File: src/rtl/cfg_err_pkg.sv
package cfg_err_pkg;
  localparam int unsigned CFG_AW   = 32;
  localparam int unsigned CFG_DW   = 32;
  localparam int unsigned SLOT_LO  = 11;
  localparam int unsigned SLOT_W   = CFG_AW - SLOT_LO;
  localparam int unsigned DEV_W    = $clog2(SLOT_W);
  localparam int unsigned FN_W     = 3;
  localparam int unsigned REG_W    = 6;

  typedef enum logic [1:0] {
    SZ_BYTE = 2'd0,
    SZ_HALF = 2'd1,
    SZ_WORD = 2'd2
  } acc_size_e;

  typedef struct packed {
    logic              write;
    logic              reg_vld;
    logic              fn_vld;
    logic              dev_vld;
    logic [DEV_W-1:0]  dev;
    logic [FN_W-1:0]   fn;
    logic [REG_W-1:0]  regn;
    logic [1:0]        off;
    logic [1:0]        size;
    logic [CFG_DW-1:0] wdata;
    logic [CFG_AW-1:0] raw;
  } cap_rec_t;
endpackage

File: src/rtl/cfg_addr_decode.sv
module cfg_addr_decode
  import cfg_err_pkg::*;
(
  input  logic [CFG_AW-1:2] addr_i,
  output logic [DEV_W-1:0]  dev_o,
  output logic [FN_W-1:0]   fn_o,
  output logic [REG_W-1:0]  reg_o
);
  logic [SLOT_W-1:0] slot;
  assign slot  = addr_i[CFG_AW-1:SLOT_LO];
  assign fn_o  = addr_i[SLOT_LO-1:SLOT_LO-FN_W];
  assign reg_o = addr_i[REG_W+1:2];

  // lowest set slot bit wins
  always_comb begin
    dev_o = '0;
    for (int i = SLOT_W - 1; i >= 0; i--) begin
      if (slot[i]) dev_o = DEV_W'(i);
    end
  end
endmodule

File: src/rtl/cfg_wdata_order.sv
module cfg_wdata_order
  import cfg_err_pkg::*;
(
  input  logic [CFG_DW-1:0] wdata_i,
  input  logic [1:0]        size_i,
  output logic [CFG_DW-1:0] msb_first_o
);
  localparam int unsigned NB = CFG_DW / 8;

  logic [CFG_DW-1:0] full_rev;

  for (genvar b = 0; b < NB; b++) begin : g_rev
    assign full_rev[8*b +: 8] = wdata_i[8*(NB-1-b) +: 8];
  end

  always_comb begin
    unique case (size_i)
      SZ_BYTE: msb_first_o = {{(CFG_DW-8){1'b0}}, wdata_i[7:0]};
      SZ_HALF: msb_first_o = {{(CFG_DW-16){1'b0}}, wdata_i[7:0], wdata_i[15:8]};
      default: msb_first_o = full_rev;
    endcase
  end
endmodule

File: src/rtl/cfg_rd_default.sv
module cfg_rd_default
  import cfg_err_pkg::*;
#(
  parameter logic [15:0]      STATUS_DFLT = 16'h02B0,
  parameter logic [REG_W-1:0] STATUS_REG  = REG_W'(1)
) (
  input  logic              absent_i,
  input  logic [REG_W-1:0]  reg_i,
  input  logic [1:0]        off_i,
  input  logic [1:0]        size_i,
  output logic [CFG_DW-1:0] rdata_o
);
  logic [CFG_DW-1:0]   dword;
  logic [2*CFG_DW-1:0] dbl;
  logic [CFG_DW-1:0]   rot;
  logic [CFG_DW-1:0]   mask;

  assign dword = (reg_i == STATUS_REG) ? {STATUS_DFLT, 16'h0000} : '0;
  assign dbl   = {dword, dword} >> {off_i, 3'b000};
  assign rot   = dbl[CFG_DW-1:0];

  always_comb begin
    unique case (size_i)
      SZ_BYTE: mask = 32'h0000_00FF;
      SZ_HALF: mask = 32'h0000_FFFF;
      default: mask = 32'hFFFF_FFFF;
    endcase
  end

  assign rdata_o = absent_i ? '1 : (rot & mask);
endmodule

File: src/rtl/cfg_err_capture.sv
module cfg_err_capture
  import cfg_err_pkg::*;
#(
  parameter logic [15:0] STATUS_DFLT = 16'h02B0
) (
  input  logic              clk_i,
  input  logic              rst_ni,
  input  logic              acc_valid_i,
  input  logic              acc_write_i,
  input  logic [31:0]       cfg_addr_i,
  input  logic [1:0]        byte_off_i,
  input  logic [1:0]        size_i,
  input  logic              idsel_ok_i,
  input  logic              dev_present_i,
  input  logic              reg_impl_i,
  input  logic [31:0]       wdata_i,
  input  logic              clear_i,
  output logic              acc_err_o,
  output logic [31:0]       rd_data_o,
  output logic              cap_valid_o,
  output logic              cap_ovf_o,
  output logic              cap_write_o,
  output logic [3:0]        cap_fld_vld_o,
  output logic [4:0]        cap_dev_o,
  output logic [2:0]        cap_fn_o,
  output logic [5:0]        cap_reg_o,
  output logic [1:0]        cap_off_o,
  output logic [1:0]        cap_size_o,
  output logic [31:0]       cap_wdata_o,
  output logic [31:0]       cap_raw_addr_o
);
  logic             err_now, absent;
  logic [DEV_W-1:0] dec_dev;
  logic [FN_W-1:0]  dec_fn;
  logic [REG_W-1:0] dec_reg;
  logic [31:0]      wd_msb, rd_dflt;
  cap_rec_t         rec_new, rec_q;
  logic             vld_q, ovf_q;

  cfg_addr_decode u_dec (
    .addr_i (cfg_addr_i[31:2]),
    .dev_o  (dec_dev),
    .fn_o   (dec_fn),
    .reg_o  (dec_reg)
  );

  cfg_wdata_order u_ord (
    .wdata_i     (wdata_i),
    .size_i      (size_i),
    .msb_first_o (wd_msb)
  );

  cfg_rd_default #(.STATUS_DFLT(STATUS_DFLT)) u_rdd (
    .absent_i (absent),
    .reg_i    (dec_reg),
    .off_i    (byte_off_i),
    .size_i   (size_i),
    .rdata_o  (rd_dflt)
  );

  assign absent    = !idsel_ok_i || !dev_present_i;
  assign err_now   = acc_valid_i && (absent || !reg_impl_i);
  assign acc_err_o = err_now;
  assign rd_data_o = (err_now && !acc_write_i) ? rd_dflt : '0;

  always_comb begin
    rec_new         = '0;
    rec_new.write   = acc_write_i;
    rec_new.off     = byte_off_i;
    rec_new.size    = size_i;
    rec_new.wdata   = acc_write_i ? wd_msb : '0;
    if (idsel_ok_i) begin
      rec_new.dev_vld = 1'b1;
      rec_new.fn_vld  = 1'b1;
      rec_new.reg_vld = 1'b1;
      rec_new.dev     = dec_dev;
      rec_new.fn      = dec_fn;
      rec_new.regn    = dec_reg;
    end else begin
      rec_new.raw     = cfg_addr_i;
    end
  end

  always_ff @(posedge clk_i or negedge rst_ni) begin
    if (!rst_ni) begin
      vld_q <= 1'b0;
      ovf_q <= 1'b0;
      rec_q <= '0;
    end else if (clear_i) begin
      vld_q <= err_now;
      ovf_q <= 1'b0;
      if (err_now) rec_q <= rec_new;
    end else if (err_now) begin
      if (!vld_q) begin
        vld_q <= 1'b1;
        rec_q <= rec_new;
      end else begin
        ovf_q <= 1'b1;
      end
    end
  end

  assign cap_valid_o    = vld_q;
  assign cap_ovf_o      = ovf_q;
  assign cap_write_o    = rec_q.write;
  assign cap_fld_vld_o  = {rec_q.reg_vld, rec_q.fn_vld, rec_q.dev_vld, 1'b0};
  assign cap_dev_o      = rec_q.dev;
  assign cap_fn_o       = rec_q.fn;
  assign cap_reg_o      = rec_q.regn;
  assign cap_off_o      = rec_q.off;
  assign cap_size_o     = rec_q.size;
  assign cap_wdata_o    = rec_q.wdata;
  assign cap_raw_addr_o = rec_q.raw;


  cap_hold_chk: assert property (@(posedge clk_i) disable iff (!rst_ni)
    cap_valid_o && !clear_i |=> cap_valid_o);

  rec_stable_chk: assert property (@(posedge clk_i) disable iff (!rst_ni)
    cap_valid_o && !clear_i |=> $stable(cap_wdata_o) && $stable(cap_raw_addr_o)
                               && $stable(cap_dev_o) && $stable(cap_write_o));

  no_overflow_chk: assert property (@(posedge clk_i) disable iff (!rst_ni)
    cap_ovf_o |-> cap_valid_o);

  clear_chk: assert property (@(posedge clk_i) disable iff (!rst_ni)
    clear_i && !acc_err_o |=> !cap_valid_o && !cap_ovf_o);

  rd_no_data_chk: assert property (@(posedge clk_i) disable iff (!rst_ni)
    cap_valid_o && !cap_write_o |-> cap_wdata_o == '0);

  raw_only_unknown_chk: assert property (@(posedge clk_i) disable iff (!rst_ni)
    cap_valid_o && cap_fld_vld_o[1] |-> cap_raw_addr_o == '0);

  capture_chk: assert property (@(posedge clk_i) disable iff (!rst_ni)
    acc_err_o |=> cap_valid_o);
endmodule

File: config.mk
export PLATFORM = sky130hd
export DESIGN_NAME = cfg_err_capture
export DESIGN_NICKNAME = d
export VERILOG_FILES = /design/src/rtl/cfg_err_pkg.sv /design/src/rtl/cfg_addr_decode.sv /design/src/rtl/cfg_wdata_order.sv /design/src/rtl/cfg_rd_default.sv /design/src/rtl/cfg_err_capture.sv
export SDC_FILE = /design/constraint.sdc
export NUM_CORES = 1
export LEC_CHECK = 0
export BUFFER_PORTS_ARGS = -buffer_cell sky130_fd_sc_hd__buf_2
export CORE_UTILIZATION = 52
export CTS_BUF_LIST = sky130_fd_sc_hd__clkbuf_8
export DETAILED_ROUTE_END_ITERATION = 10
export HOLD_SLACK_MARGIN = 0.03
export PLACE_DENSITY = 0.94
export SYNTH_ARGS = -nofsm -noshare
export SYNTH_HDL_FRONTEND = slang
export SYNTH_SLANG_ARGS = --single-unit
File: constraint.sdc
create_clock -name clk_i -period 4.32 [get_ports clk_i]
set_clock_uncertainty 0.15 [all_clocks]
set_input_delay 0.216 -clock clk_i [delete_from_list [all_inputs] [get_ports clk_i]]
set_output_delay 0.216 -clock clk_i [all_outputs]
set_load 0.02 [all_outputs]
Yosys cells after proc, flatten, opt, wreduce, memory -nomap -nowiden
Cells that the tools add are included.

Equal/unequal tests: 3. Shift-type cells: 1. Muxes and demuxes: 38. Bitwise gates (word level): 1. Reduce and logical (&&, ||, !) cells: 13.

Operators by type and width (number): 86-bit 2-to-1 mux (4); 32-bit 2-to-1 mux (4); 32-bit one-hot mux with 2 select lines (2); 5-bit 2-to-1 mux (21); 64-bit by 5-bit right shift with 32-bit output (1); 32-bit AND (1); 26-bit 2-to-1 mux (1); 17-bit 2-to-1 mux (1); 6-bit by 1-bit equality test with 1-bit output, second input constant (1); 1-bit 2-to-1 mux (5); 1-bit zero test (4); 2-bit AND reduction (2); 2-bit nonzero test (2); 2-bit by 1-bit equality test with 1-bit output, second input constant (1); 1-bit logical AND (2); 2-bit zero test (1); 1-bit logical OR (2); 2-bit inequality test, second input constant (1).

Register bits: 88. Bits of input ports: 76. Output and inout bits: 122. Logic and storage cells: 69.

Longest topological paths before layout
Depth after elaboration: 25. Depth in mapped cells: 8. Mapped depth without buffers: 5.

Cells and area by module
From an unflattened synthesis, not the netlist that was laid out.

Cell total of the unflattened synthesis: 505. Area, all modules: 5034.8 sq um.

Modules (own cells, without submodules): cfg_err_capture (instances 1, cells each 360, area an instance 4055.1 sq um, sequential area each 2152.1 sq um); cfg_wdata_order (instances 1, cells each 55, area an instance 375.4 sq um, sequential area each 0.0 sq um); cfg_addr_decode (instances 1, cells each 49, area an instance 311.5 sq um, sequential area each 0.0 sq um); cfg_rd_default (instances 1, cells each 41, area an instance 292.8 sq um, sequential area each 0.0 sq um).

Worst setup path before layout
OpenSTA, ideal clock, no wires.

Kind: input-to-output. Start point: input port cfg_addr_i[7]. End point: output port rd_data_o[29]. Arrival time: 1.819 ns. Data required time: 3.954 ns. Setup slack: 2.135 ns. Cell stages on the path: 5. Buffers on the path: 1. Cells stage by stage: nor4b_1 -> nand4_1 -> o31ai_1 -> o21a_1 -> buf_4.

Word-level cells in the longest chain between the ends: 6.

RTL lines: from (decl) (RTL line cfg_err_capture.sv:10) `input logic [31:0] cfg_addr_i,`; 6-bit by 1-bit equality test with 1-bit output (RTL line cfg_rd_default.sv:18) `assign dword = (reg_i == STATUS_REG) ? {STATUS_DFLT, 16'h0000} : '0;`; 26-bit 2-to-1 mux (RTL line cfg_rd_default.sv:18); 64-bit by 5-bit right shift with 32-bit output (RTL line cfg_rd_default.sv:19) `assign dbl = {dword, dword} >> {off_i, 3'b000};`; 32-bit AND (RTL line cfg_rd_default.sv:30) `assign rdata_o = absent_i ? '1 : (rot & mask);`; 32-bit 2-to-1 mux (RTL line cfg_rd_default.sv:30); 32-bit 2-to-1 mux (RTL line cfg_err_capture.sv:64) `assign rd_data_o = (err_now && !acc_write_i) ? rd_dflt : '0;`; to (decl) (RTL line cfg_err_capture.sv:19) `output logic [31:0] rd_data_o,`.

No other way between the ends.

Worst setup path in the final report
Start point: input port clear_i. End point: register rec_q (netlist bit cap_wdata_o[9]).

Word-level cells in the longest chain between the ends: 2. Elaborated cells on any way between the ends: 3. Classes of those cells: 1 x eq/ne; 1 x mux; 1 x reduce/logical.

RTL lines: from (decl) (RTL line cfg_err_capture.sv:17) `input logic clear_i,`; 2-bit inequality test (no source line); 2-bit AND reduction (no source line); to (signal assigned) (RTL line cfg_err_capture.sv:92) `if (err_now) rec_q <= rec_new;`; to (signal assigned) (RTL line cfg_err_capture.sv:96) `rec_q <= rec_new;`; to (decl) (RTL line cfg_err_capture.sv:37) `cap_rec_t rec_new, rec_q;`.

Several ways; a longest one is shown, not always the timed one. A chain may end at the register's enable or synchronous reset.

==> key figures <==
GRT
  – First-pass GRT wire length: 20.6 mm
  – Vias in the first global route: 4286
  – Remaining Overflow, GRT: 0
  – Largest net degree at the start of global routing: 87
  – Initial antenna violation count: 0
  – Gr usage total: 32.1%

Worst setup path
  – Critical Path Start Type: primary input
  – Arrival time worst endpoint: 3.61 ns
  – Worst reg2reg path startpoint: cap_valid_o$_DFFE_PN0P_
  – Worst setup EP type: flop
  – WS Path Type: in -> reg
  – Reg2Reg Depth: 6
  – Worst Setup EP: cap_wdata_o[9]$_DFFE_PN0P_
  – WP data required: 4.45 ns
  – Crit path launch: clear_i
  – R2r setup slk: 0.98 ns
  – Maximum fanout along the worst path: 79
  – RR Endpoint: cap_wdata_o[9]$_DFFE_PN0P_

Logic synthesis
  – Post-synthesis instance area: 0.00417 mm²
  – Yosys top cell by area: dfrtp_1
  – Ys flop type: dfrtp_1
  – Post-Syn Area per Cell: 9.55 µm²
  – Synthesis Warnings: 0
  – Largest family of logic cells by synthesized area: simple AND/OR/NAND/NOR gates
  – FFs w/ async S/R, synth: 100%
  – Synth area leaders: dfrtp_1, nand2_1, o21ai_0, buf_4, nand2b_1
  – Seq/Total Area, Yosys: 51.7%
  – Post-synth EDFFs: 0
  – Netlist cell types: 40
  – Share of the synthesized area in the top cell type: 51.7%
  – Mux share of post-synthesis cell area: 1.92%
  – Adder-Cell Fraction of Synth Area: 0%
  – Syn_nets: 512
  – Post-synthesis register bit count: 86
  – Post-Synth Simple-Gate Area: 20.0%
  – Mapped Cells: 436
  – Xor-xnor portion of the synthesized cell area: 0%
  – Synth Area in Compound Gates: 16.9%

Route
  – Vias per inst: 5.61
  – Via count: 4260
  – DR pass1 iterations: 5
  – DRC viols: 0
  – Iteration-0 DRC Markers: 303
  – Post-DRT Antenna Nets: 0
  – WL/cell: 17.3 µm
  – Detailed Route WL: 13.1 mm

Floorplan
  – Die X: 91.5 µm
  – Row Count: 32
  – DIE AREA: 0.00837 mm²
  – I/O pin total: 198
  – Die Height: 91.5 µm
  – Core area: 0.00773 mm²
  – Initial cell density of the core: 53.9%

Clock tree
  – Post CTS Setup Buffer Count: 0
  – TritonCTS clock tree: done
  – Worst-path clk slew: 0.08 ns
  – Clock Path Buffers: 2
  – Clock sink count: 86
  – CTS root buffer: clkbuf_8
  – CTS Buf Count: 9
  – Worst-Skew Late Latency: 0.34 ns
  – H-tree levels: 3

Cells and area
  – Nets: 730
  – Finished Layout Cells: 759
  – Filler cells: 501
  – Area of the multi-input gates: 0.00163 mm²
  – Sequential cell area: 0.00215 mm²
  – Area grow syn2layout: 39.1%
  – Layout cells sized above 1: 33.9%
  – Ant diodes: 0

Power
  – Clk network pwr share: 29.0%
  – Static leakage: 3.03 nW
  – Design Power: 0.00212 W
  – Net switching power: 0.000689 W
  – Sequential share of power: 44.8%
  – Maximum VDD drop: 0.243 mV
  – Switching share of power: 32.6%
  – Internal power: 0.00143 W
  – Gate power share: 26.2%
  – P per Cell Area: 366 mW/mm²

Placed design
  – GP Congestion: 0.840
  – Port buffer count: 196
  – Placed cell count: 680
  – Dpl hpwl: 7.99 mm

STA
  – Slew headroom: 27.0%
  – Final-report setup violation count: 0
  – Fin Setup TNS: 0 ns
  – Max-slew violation count: 0
  – Final hold violation count: 0
  – Ratio of final minimum period to clock period: 80.5%
  – Min cycle time layout: 3.48 ns
  – Worst Tran Pin Value: 1.09 ns
  – Min Hold Slack: 0.0569 ns
  – Max Fclk: 0.288 GHz
  – RSZ-0062 raised after global routing: false

Min path
  – Worst min path class: in -> reg
  – Hold_sp: byte_off_i[1]

Outcome
  – Status: completed

Flow run
  – Max-cap viol count: 0
power by group through the flow:
stage / Combinational (W) / Sequential [W] / Clock, W
floorplan: 0.000197 / 0.00107 / 0
global placement: 0.000482 / 0.000956 / 0
detailed placement: 0.000498 / 0.000959 / 0
CTS: 0.000543 / 0.000945 / 0.000614
global route: 0.000594 / 0.000958 / 0.000648
finish: 0.000554 / 0.000949 / 0.000614
Yosys cell counts (2+ instances only):
| cell type | n |
|---|---|
| or3_1 | 2 |
| nor2_1 | 20 |
| nor2b_1 | 2 |
| buf_2 | 6 |
| buf_4 | 27 |
| clkbuf_1 | 16 |
| dfrtp_1 | 86 |
| buf_6 | 6 |
| nand2b_1 | 32 |
| inv_1 | 8 |
| nor4_1 | 3 |
| and3_1 | 2 |
| a22oi_1 | 2 |
| a22o_1 | 18 |
| o21ai_0 | 45 |
| a22oi_2 | 6 |
| a21oi_1 | 13 |
| nand3_1 | 5 |
| mux2i_1 | 8 |
| nand2_1 | 89 |
| o31ai_1 | 15 |
| nor3_1 | 6 |
| or4_1 | 2 |
worst max-delay path, stage by stage:
cell,delay (ns)
dlygate4sd3_1,0.53
buf_2,0.11
nand2b_1,0.19
nand3_4,0.62
nor3_4,1.04
a22oi_1,0.21
dlygate4sd3_1,0.61
nand2_1,0.07
through the flow:
stage          worst slack (ns)  area, µm²  utilization, %
3_3_place_gp               1.52       4930            63.8
5_1_grt                   0.579       5790            75.0
3_5_place_dp               1.44       4930            63.8
2_1_floorplan              2.13       4170               -
6_report                  0.842       5790            75.0
4_1_cts                   0.951       5790            75.0
placed cells by master (no fill, tap or decap), types with 2 or more instances in the layout:
cell type | Yosys | final
and3_1 | 2 | 2
o31ai_1 | 15 | 15
buf_2 | 6 | 195
a21oi_1 | 13 | 13
buf_4 | 27 | 2
bufinv_16 | 0 | 2
a22oi_2 | 6 | 6
nor2b_1 | 2 | 2
nor3_1 | 6 | 6
inv_1 | 8 | 8
mux2i_1 | 8 | 8
or4_1 | 2 | 2
nand2_1 | 89 | 89
a22o_1 | 18 | 18
nor4_1 | 3 | 3
nand3_1 | 5 | 5
nand2b_1 | 32 | 32
or3_1 | 2 | 2
a22oi_1 | 2 | 2
nand3_4 | 1 | 2
o21ai_0 | 45 | 45
clkbuf_8 | 0 | 10
dlygate4sd3_1 | 0 | 65
dfrtp_1 | 86 | 86
nor2_1 | 20 | 20
logic make-up (layout without fill, tap and decap cells):
kind of cell           count (synthesis)  after routing
and+or+nand+nor                      172            172
AOI/OAI and AO/OA                    106            106
DFF                                   86             86
buffers and inverters                 63            284
muxes                                  8              8
other                                  1              1
flip-flops by register name, summed over array words and instances (netlist names):
signal          count
cap_fld_vld_o       1
cap_fn_o            3
cap_ovf_o           1
cap_valid_o         1
cap_write_o         1
cap_raw_addr_o     32
cap_wdata_o        32
cap_dev_o           5
cap_reg_o           6
cap_off_o           2
cap_size_o          2
repair_timing:
action / in CTS / in global routing
endpoints found under the setup margin: 0 / 0
endpoints found under the hold margin: 151 / 0
gates resized for setup: 0 / 0
hold buffers: 65 / 0
per-layer routing:
metal,GRT usage (%),share of wire [%],up-vias
met5,0,0,-
met4,25.9,6.3,0
li1,-,-,1884
met2,53.4,51,267
met3,6.03,6.0,81
met1,36.0,37,2028
cell type report:
cell class	instances	share of cell area, %
clock inverter	4	1.25
multi-input combinational	287	28.1
timing repair buffer	262	28.3
sequential	86	37.2
inverter	8	0.518
clock buffer	10	2.38
tap	102	2.20
worst min-delay path by stage:
stage                                     endpoint  slack (ns)  cells after the start
floorplan                 cap_dev_o[0]$_DFFE_PN0P_       -0.23                      0
global placement             cap_ovf_o$_DFFE_PN0P_        0.23                      2
detailed placement           cap_ovf_o$_DFFE_PN0P_        0.23                      2
CTS                 cap_raw_addr_o[20]$_DFFE_PN0P_        0.04                      3
global route            cap_wdata_o[5]$_DFFE_PN0P_        0.07                      3
finish                    cap_off_o[1]$_DFFE_PN0P_        0.06                      3
Power figures use the tool's default switching activity.
